==> config.mk <==
export PLATFORM = sky130hd
export DESIGN_NAME = serial_rx_addrfilt
export DESIGN_NICKNAME = d
export VERILOG_FILES = /design/src/rtl/srx_pkg.sv /design/src/rtl/srx_line_in.sv /design/src/rtl/srx_baud.sv /design/src/rtl/srx_framer.sv /design/src/rtl/srx_fifo.sv /design/src/rtl/serial_rx_addrfilt.sv
export SDC_FILE = /design/constraint.sdc
export NUM_CORES = 1
export LEC_CHECK = 0
export BUFFER_PORTS_ARGS = -buffer_cell sky130_fd_sc_hd__buf_2
export CORE_MARGIN = 3
export CORE_UTILIZATION = 40
export DETAILED_ROUTE_END_ITERATION = 6
export SKIP_LAST_GASP = 1
export SLEW_MARGIN = 40
export SYNTH_ARGS = -nofsm -noshare
export SYNTH_HDL_FRONTEND = slang
export SYNTH_SLANG_ARGS = --single-unit
==> constraint.sdc <==
create_clock -name clk -period 6.45 [get_ports clk]
set_input_delay 1.29 -clock clk [delete_from_list [all_inputs] [get_ports clk]]
set_output_delay 1.29 -clock clk [all_outputs]
set_load 0.01 [all_outputs]
==> src/rtl/srx_pkg.sv <==
package srx_pkg;
    localparam int unsigned OS_SLOW = 16;
    localparam int unsigned OS_FAST = 4;
    localparam int unsigned CHAR_W  = 9;

    localparam logic [1:0] FMT_8N = 2'd0;
    localparam logic [1:0] FMT_8E = 2'd1;
    localparam logic [1:0] FMT_8O = 2'd2;
    localparam logic [1:0] FMT_9N = 2'd3;

    typedef enum logic [2:0] {
        ST_IDLE, ST_START, ST_DATA, ST_PARITY,
        ST_STOP1, ST_STOP2, ST_DONE, ST_HOLD
    } rx_state_e;

    typedef struct packed {
        logic              perr;
        logic              ferr;
        logic [CHAR_W-1:0] data;
    } rx_entry_t;
endpackage

==> src/rtl/srx_line_in.sv <==
module srx_line_in #(
    parameter int unsigned SYNC_STAGES = 2
) (
    input  logic clk,
    input  logic rst_n,
    input  logic line_raw,
    input  logic invert,
    output logic line_s
);
    logic [SYNC_STAGES-1:0] sync_q;

    always_ff @(posedge clk or negedge rst_n) begin
        if (!rst_n) sync_q <= '1;
        else        sync_q <= {sync_q[SYNC_STAGES-2:0], line_raw};
    end

    assign line_s = sync_q[SYNC_STAGES-1] ^ invert;
endmodule

==> src/rtl/srx_baud.sv <==
module srx_baud #(
    parameter int unsigned DIV_W = 16
) (
    input  logic             clk,
    input  logic             rst_n,
    input  logic             run,
    input  logic [DIV_W-1:0] div,
    output logic             tick
);
    logic [DIV_W-1:0] cnt_q;

    always_ff @(posedge clk or negedge rst_n) begin
        if (!rst_n)            cnt_q <= '0;
        else if (!run)         cnt_q <= '0;
        else if (cnt_q == div) cnt_q <= '0;
        else                   cnt_q <= cnt_q + 1'b1;
    end

    assign tick = run && (cnt_q == div);

    // with a nonzero divisor two sample ticks are never adjacent
    a_r6_tick_gap: assert property (@(posedge clk) disable iff (!rst_n)
        (tick && div != '0 && $stable(div)) |=> !tick);
endmodule

==> src/rtl/srx_framer.sv <==
module srx_framer
    import srx_pkg::*;
(
    input  logic       clk,
    input  logic       rst_n,
    input  logic       line_s,
    input  logic       tick,
    input  logic [1:0] fmt,
    input  logic       two_stop,
    input  logic       fast,
    output logic       run,
    output logic       idle,
    output logic       chr_valid,
    output rx_entry_t  chr
);
    localparam int unsigned SC_W = $clog2(OS_SLOW);
    localparam logic [SC_W-1:0] HALF_SLOW = SC_W'(OS_SLOW / 2 - 1);
    localparam logic [SC_W-1:0] HALF_FAST = SC_W'(OS_FAST / 2 - 1);
    localparam logic [SC_W-1:0] FULL_SLOW = SC_W'(OS_SLOW - 1);
    localparam logic [SC_W-1:0] FULL_FAST = SC_W'(OS_FAST - 1);
    localparam int unsigned BI_W = $clog2(CHAR_W);

    rx_state_e         state_q, state_n;
    logic [SC_W-1:0]   sc_q;
    logic [BI_W-1:0]   bidx_q;
    logic [CHAR_W-1:0] shreg_q;
    logic              ferr_q, perr_q;

    logic [SC_W-1:0] half_m1, full_m1;
    logic [BI_W-1:0] last_bit;
    logic            has_par, at_mid, at_end, exp_par;

    assign half_m1  = fast ? HALF_FAST : HALF_SLOW;
    assign full_m1  = fast ? FULL_FAST : FULL_SLOW;
    assign last_bit = (fmt == FMT_9N) ? BI_W'(CHAR_W - 1) : BI_W'(CHAR_W - 2);
    assign has_par  = (fmt == FMT_8E) || (fmt == FMT_8O);
    assign at_mid   = tick && (sc_q == half_m1);
    assign at_end   = tick && (sc_q == full_m1);
    assign exp_par  = (fmt == FMT_8O) ? ~(^shreg_q[7:0]) : (^shreg_q[7:0]);

    // next-state logic
    always_comb begin
        state_n = state_q;
        unique case (state_q)
            ST_IDLE:   if (!line_s) state_n = ST_START;
            ST_START:  if (at_mid) state_n = line_s ? ST_IDLE : ST_DATA;
            ST_DATA:   if (at_end && bidx_q == last_bit)
                           state_n = has_par ? ST_PARITY : ST_STOP1;
            ST_PARITY: if (at_end) state_n = ST_STOP1;
            ST_STOP1:  if (at_end) state_n = two_stop ? ST_STOP2 : ST_DONE;
            ST_STOP2:  if (at_end) state_n = ST_DONE;
            ST_DONE:   state_n = line_s ? ST_IDLE : ST_HOLD;
            ST_HOLD:   if (line_s) state_n = ST_IDLE;
            default:   state_n = ST_IDLE;
        endcase
    end

    // state register and frame datapath
    always_ff @(posedge clk or negedge rst_n) begin
        if (!rst_n) begin
            state_q <= ST_IDLE;
            sc_q    <= '0;
            bidx_q  <= '0;
            shreg_q <= '0;
            ferr_q  <= 1'b0;
            perr_q  <= 1'b0;
        end else begin
            state_q <= state_n;
            if (state_n != state_q || at_end) sc_q <= '0;
            else if (tick)                    sc_q <= sc_q + 1'b1;
            unique case (state_q)
                ST_IDLE: begin
                    bidx_q  <= '0;
                    shreg_q <= '0;
                    ferr_q  <= 1'b0;
                    perr_q  <= 1'b0;
                end
                ST_DATA: if (at_end) begin
                    shreg_q[bidx_q] <= line_s;
                    bidx_q          <= bidx_q + 1'b1;
                end
                ST_PARITY: if (at_end) perr_q <= (line_s != exp_par);
                ST_STOP1, ST_STOP2: if (at_end) ferr_q <= ferr_q | ~line_s;
                default: ;
            endcase
        end
    end

    // outputs
    always_comb begin
        run       = 1'b0;
        idle      = 1'b1;
        chr_valid = 1'b0;
        unique case (state_q)
            ST_START, ST_DATA, ST_PARITY, ST_STOP1, ST_STOP2: begin
                run  = 1'b1;
                idle = 1'b0;
            end
            ST_DONE: chr_valid = 1'b1;
            default: ;
        endcase
        chr.data = shreg_q;
        chr.ferr = ferr_q;
        chr.perr = perr_q;
    end

    // a start that is high again at mid-bit goes back to idle
    a_r7_false_start: assert property (@(posedge clk) disable iff (!rst_n)
        (state_q == ST_START && at_mid && line_s) |=> (state_q == ST_IDLE));
    // a character is only handed over right after a stop bit
    a_r4_done_after_stop: assert property (@(posedge clk) disable iff (!rst_n)
        (state_q == ST_DONE) |-> ($past(state_q) == ST_STOP1 || $past(state_q) == ST_STOP2));
    // in 8-bit formats the ninth bit of a character stays clear
    a_r2_ninth_clear: assert property (@(posedge clk) disable iff (!rst_n)
        (chr_valid && fmt != FMT_9N) |-> !chr.data[CHAR_W-1]);
endmodule

==> src/rtl/srx_fifo.sv <==
module srx_fifo
    import srx_pkg::*;
#(
    parameter int unsigned DEPTH = 8
) (
    input  logic                         clk,
    input  logic                         rst_n,
    input  logic                         push,
    input  rx_entry_t                    wr_entry,
    input  logic                         pop,
    output rx_entry_t                    head,
    output logic [$clog2(DEPTH+1)-1:0]   count,
    output logic                         full,
    output logic                         empty
);
    localparam int unsigned PTR_W = $clog2(DEPTH);
    localparam int unsigned CNT_W = $clog2(DEPTH + 1);

    rx_entry_t        mem_q [DEPTH];
    logic [PTR_W-1:0] wr_ptr_q, rd_ptr_q;
    logic [CNT_W-1:0] cnt_q;
    logic             push_ok, pop_ok;

    assign full    = (cnt_q == CNT_W'(DEPTH));
    assign empty   = (cnt_q == '0);
    assign push_ok = push && !full;
    assign pop_ok  = pop && !empty;
    assign count   = cnt_q;
    assign head    = mem_q[rd_ptr_q];

    always_ff @(posedge clk) begin
        if (push_ok) mem_q[wr_ptr_q] <= wr_entry;
    end

    always_ff @(posedge clk or negedge rst_n) begin
        if (!rst_n) begin
            wr_ptr_q <= '0;
            rd_ptr_q <= '0;
            cnt_q    <= '0;
        end else begin
            if (push_ok) wr_ptr_q <= wr_ptr_q + 1'b1;
            if (pop_ok)  rd_ptr_q <= rd_ptr_q + 1'b1;
            unique case ({push_ok, pop_ok})
                2'b10:   cnt_q <= cnt_q + 1'b1;
                2'b01:   cnt_q <= cnt_q - 1'b1;
                default: ;
            endcase
        end
    end

    // a push into a full queue without a pop leaves the count alone
    a_r9_full_hold: assert property (@(posedge clk) disable iff (!rst_n)
        (full && push && !pop) |=> (count == $past(count)));
    // a pop alone removes exactly one entry
    a_r8_pop_step: assert property (@(posedge clk) disable iff (!rst_n)
        (pop && !empty && !push) |=> (count == $past(count) - 1'b1));
endmodule

==> src/rtl/serial_rx_addrfilt.sv <==
module serial_rx_addrfilt
    import srx_pkg::*;
#(
    parameter int unsigned DIV_W      = 16,
    parameter int unsigned FIFO_DEPTH = 8
) (
    input  logic              clk,
    input  logic              rst_n,
    input  logic [1:0]        cfg_fmt,
    input  logic              cfg_two_stop,
    input  logic              cfg_invert,
    input  logic              cfg_fast,
    input  logic [DIV_W-1:0]  cfg_div,
    input  logic [1:0]        cfg_irq_sel,
    input  logic              cfg_addr_en,
    input  logic [7:0]        cfg_addr,
    input  logic              rx_line,
    input  logic              pop,
    output logic [CHAR_W-1:0] rd_data,
    output logic              rd_ferr,
    output logic              rd_perr,
    output logic              stat_avail,
    output logic              stat_overrun,
    output logic              stat_idle,
    output logic              rx_irq
);
    localparam int unsigned CNT_W   = $clog2(FIFO_DEPTH + 1);
    localparam int unsigned THR_HALF = FIFO_DEPTH / 2;
    localparam int unsigned THR_3Q   = (3 * FIFO_DEPTH) / 4;

    logic             line_s, run, tick, chr_valid, full, empty;
    logic             matched_q, ovr_q, accept, push;
    rx_entry_t        chr, head;
    logic [CNT_W-1:0] count, thr;

    srx_line_in u_line (
        .clk(clk), .rst_n(rst_n), .line_raw(rx_line),
        .invert(cfg_invert), .line_s(line_s)
    );

    srx_baud #(.DIV_W(DIV_W)) u_baud (
        .clk(clk), .rst_n(rst_n), .run(run), .div(cfg_div), .tick(tick)
    );

    srx_framer u_framer (
        .clk(clk), .rst_n(rst_n), .line_s(line_s), .tick(tick),
        .fmt(cfg_fmt), .two_stop(cfg_two_stop), .fast(cfg_fast),
        .run(run), .idle(stat_idle), .chr_valid(chr_valid), .chr(chr)
    );

    srx_fifo #(.DEPTH(FIFO_DEPTH)) u_fifo (
        .clk(clk), .rst_n(rst_n), .push(push), .wr_entry(chr), .pop(pop),
        .head(head), .count(count), .full(full), .empty(empty)
    );

    // address filter: pass everything unless armed and not yet matched
    assign accept = !cfg_addr_en || matched_q ||
                    (chr.data[CHAR_W-1] && chr.data[7:0] == cfg_addr);
    assign push   = chr_valid && accept;

    always_ff @(posedge clk or negedge rst_n) begin
        if (!rst_n) begin
            matched_q <= 1'b0;
            ovr_q     <= 1'b0;
        end else begin
            if (!cfg_addr_en)           matched_q <= 1'b0;
            else if (push)              matched_q <= 1'b1;
            if (push && full)           ovr_q     <= 1'b1;
        end
    end

    always_comb begin
        unique case (cfg_irq_sel)
            2'd1:    thr = CNT_W'(THR_HALF);
            2'd2:    thr = CNT_W'(THR_3Q);
            default: thr = CNT_W'(1);
        endcase
    end

    assign rx_irq       = (count >= thr);
    assign stat_avail   = !empty;
    assign stat_overrun = ovr_q;
    assign rd_data      = head.data;
    assign rd_ferr      = head.ferr;
    assign rd_perr      = head.perr;

    // overrun is sticky
    a_r9_overrun_sticky: assert property (@(posedge clk) disable iff (!rst_n)
        stat_overrun |=> stat_overrun);
    // lowest threshold tracks data availability
    a_r10_irq_any: assert property (@(posedge clk) disable iff (!rst_n)
        (cfg_irq_sel == 2'd0 || cfg_irq_sel == 2'd3) |-> (rx_irq == stat_avail));
    // while armed and unmatched, nothing enters the queue except a matching address
    a_r11_filter: assert property (@(posedge clk) disable iff (!rst_n)
        (cfg_addr_en && !matched_q && chr_valid && !chr.data[CHAR_W-1]) |=> (count == $past(count) - CNT_W'($past(pop && !empty))));
endmodule

==> results.txt <==
----------------------------------------------------
[Job]
  Count of maximum capacitance violations ... 0

[Setup path]
  Number of cells on the worst reg-to-reg path ... 12
  CP Capture Type ... flip-flop
  Slowest cell on the critical path ... sky130_fd_sc_hd__nand2_1
  CP cell instances ... buf_2 > xor2_1 > nor4_1 > nand4_1 > a311oi_2 > nand2_1 > ha_1 > ha_1 > a21o_1 > a21oi_1 > xnor2_1 > nor2_1 > xor2_1
  Kind of cell adding the most delay to the critical path ... simple AND/OR/NAND/NOR gates
  Largest stage delay on the critical path ... 0.46 ns
  Data required time at the worst endpoint ... 6.74 ns
  Worst EP arrival ... ~4.3 ns
  Type of origin of the critical path ... input port
  CP bufs+invs ... 1
  Maximum fanout along the worst path ... 11
  Path length in cells of the critical path ... 13
  WS Path Type ... in -> reg

[Floorplanning]
  Die Span X ... 135 um
  Die height ... 135 um
  Number of primary I/O pins ... between 50 and 60
  Area of the die ... 18300 um2
  Placeable core area ... 16100 um2
  Cell row count ... 46
  Initial core utilization ... 0.415

[Power]
  Maximum vdd ir drop ... 0.179 mV
  Cell Pwr Density ... 264 nW/um2
  Leakage ... 3.32 nW

[STA]
  Count of endpoints failing hold in the final timing report ... 0
  Final Slew Violations ... 0
  Count of endpoints failing setup in the final report ... 0
  Final period utilization ... 0.622
  Transition time at the pin with the least slew margin ... 0.753 ns
  Fmax ... 249 MHz
  RSZ-0062 raised after global routing ... no
  Final sum of negative setup slack ... 0 ns
  Relative slew slack ... 0.496
  Shortest clock period the worst path allows after layout ... 4.01 ns
  Worst Clk Skew ... approximately 0.011 ns

[Global routing]
  GRT Resource Usage Total ... 0.152
  Vias in the first global route ... 4059
  First-pass GRT wire length ... 21500 um
  Antenna violations before repair ... 0
  Maximum number of pins on one net before global-route repair ... between 50 and 60
  Total gr overflow ... 0

[Yosys]
  Cells after synthesis ... 470
  Number of flops mapped to enable cells by yosys ... 88
  Total of warnings raised by yosys ... 0
  Synthesized cell area ... 6680 um2
  Fraction of synthesis flops using an asynchronous set or reset pin ... 0.371
  Post-synth cell types ... 61
  FF+latch count, synth ... 140
  Post-Synthesis Mean Instance Area ... 14.2 um2
  Net count after synthesis ... between 500 and 600
  Sequential share of the synthesized area ... 0.590
  Flip-flop cell with the highest count after synthesis ... sky130_fd_sc_hd__edfxtp_1

[Cells and area]
  Antenna cell count ... 0
  Ratio of cells with drive above 1 in the final layout ... 0.279
  Layout Cells excl Fill ... 760
  Post-route cell area ... 7820 um2
  Fill cell total of the finished layout ... 1419
  Syn-to-layout area delta ... 16.9%
  Post-layout nets ... slightly below 600

[Clocking]
  Clock-pin slew reported for the worst setup and hold paths after clock tree synthesis ... 0.06 ns
  Number of gates given a new drive strength after cts ... 0
  Number of hold buffers added after cts ... 0
  Number of buffers inserted by post-CTS setup repair ... 0
  Clock net sink count ... 140
  Total clock buffers created by CTS ... 17
  TritonCTS clock tree ... done
  H-tree depth reported by CTS ... 4
  Skew-Pair Late Insertion Delay ... 0.42 ns
  Bufs on Longest Clock Path ... 2
  Root buffer cell ... sky130_fd_sc_hd__clkbuf_16

[Drt]
  Pre-antenna DRT Iters ... 5
  Routed len/inst ... around 17 um
  Number of violations reported at the end of detailed-routing iteration 0 ... 200
  Final antenna-violating net count ... 0
  Post-route DRC violation count ... 0
  Final wirelength ... 12900 um
  Overall via count from detail_route ... ~3900
  Drt via density ... 5.15

[Placement]
  Total of buffers placed on input and output ports ... 50
  Sum of net half-perimeters after detailed placement ... 8800 um
  Gp weighted congestion ... 0.852
  DP Cell Count ... 728
  Cell area reported after detailed placement ... approximately 7200 um2

[Min path]
  Worst hold path type ... reg -> reg
  Number of instances on the worst hold path ... 0

[Status]
  Result of the run ... complete, no violations

----------------------------------------------------
worst paths after layout:
kind | from | to | slack [ns]
worst max-delay path | cfg_addr[7] | u_fifo.count[3] | 2.44
worst min-delay path | u_line.sync_q[0] | u_line.sync_q[1] | 0.35
worst max register to register | u_framer.shreg_q[7] | u_fifo.count[3] | 2.82
worst min register to register | u_line.sync_q[0] | u_line.sync_q[1] | 0.35
max in group asynchronous | rst_n | u_fifo.rd_ptr_q[1] | 4.96
min in group asynchronous | rst_n | u_framer.bidx_q[2] | 0.99
area by class of cell:
type                    instances  area [um2]  share of cell area
repair buffers                 56         295              0.0378
multi-input cells             302        2670               0.342
inverters                      14        52.6             0.00672
well taps                     216         270              0.0346
clock inverters                15         151              0.0194
clock buffers                  17         425              0.0544
flip-flops and latches        140        3950               0.505
per-layer routing:
layer,global-route usage,up-vias,wire length [um]
met5,0,-,0
met4,0.0554,0,192
met3,0.0338,16,480
met2,0.237,90,6180
met1,0.210,1919,6060
li1,-,1890,-
cells by family after synthesis:
family | Yosys count | share of synthesized area
and+or+nand+nor | 132 | 0.116
buffers and inverters | 28 | 0.0178
adders and majority gates | 18 | 0.0348
xor gates and xnor gates | 61 | 0.0822
DFF | 140 | 0.590
muxes | 42 | 0.107
AOI/OAI and AO/OA | 49 | 0.0520
Yosys cell counts (all sizes together) (3+ instances only):
cell type,number,share of area
and3,6,0.0056
a21o,3,0.0034
and4,3,0.0039
nand4,10,0.012
nand3,13,0.0097
a31o,3,0.0039
nand2,29,0.016
o21ai,9,0.0073
mux2,14,0.024
ha,17,0.032
xnor2,22,0.029
nor4b,5,0.010
edfxtp,88,0.40
mux2i,6,0.0090
dfrtp,50,0.19
clkbuf,6,0.0034
xor2,39,0.053
nor3,13,0.012
buf,8,0.0066
nand2b,3,0.0028
mux4,22,0.074
nor2,28,0.016
nor4,8,0.013
a211o,3,0.0039
nor2b,4,0.0037
inv,14,0.0079
a21oi,13,0.010
state kept, by name, indices dropped and copies added (netlist names):
signal	count
matched_q	1
stat_overrun	1
u_baud.cnt_q	16
u_fifo.count	4
u_fifo.mem_q	88
u_fifo.rd_ptr_q	3
u_fifo.wr_ptr_q	3
u_framer.bidx_q	4
u_framer.ferr_q	1
u_framer.perr_q	1
u_framer.sc_q	4
u_framer.shreg_q	9
u_framer.state_q	3
u_line.sync_q	2
through the flow:
step	power, mW	setup slack, ns	utilization	hold WS [ns]
5_1_grt	2.14	2.18	0.485	0.355
6_report	2.06	2.44	0.485	0.352
3_3_place_gp	1.13	2.05	0.447	0.347
2_1_floorplan	1.09	2.45	-	0.345
3_5_place_dp	1.13	1.97	0.449	0.349
4_1_cts	2.08	2.40	0.485	0.356
worst reg2reg max path: stages, from the launching register on:
cell and delay [ns]:
sky130_fd_sc_hd__dfrtp_1 0.54, sky130_fd_sc_hd__xor2_1 0.21, sky130_fd_sc_hd__nor4_1 0.29, sky130_fd_sc_hd__nand4_1 0.21, sky130_fd_sc_hd__a311oi_2 0.43, sky130_fd_sc_hd__nand2_1 0.46
sky130_fd_sc_hd__ha_1 0.40, sky130_fd_sc_hd__ha_1 0.27, sky130_fd_sc_hd__a21o_1 0.17, sky130_fd_sc_hd__a21oi_1 0.17, sky130_fd_sc_hd__xnor2_1 0.13, sky130_fd_sc_hd__nor2_1 0.06
sky130_fd_sc_hd__xor2_1 0.14
power by group:
part,switching (mW),internal [mW],total (mW)
sequential,0.0336,0.969,1.00
combinational,0.0582,0.0512,0.109
clock,0.406,0.545,0.951
total,0.498,1.57,2.06
cells in the final DEF (no fill, tap or decap), drive strengths merged, types with 17 or more instances in the layout:
cell    instances
xor2           39
edfxtp         88
clkbuf         17
nand2          29
nor2           28
buf            56
dfrtp          50
inv            23
mux4           22
xnor2          22
ha             17
No activity file was read; power rests on OpenSTA's default activity.
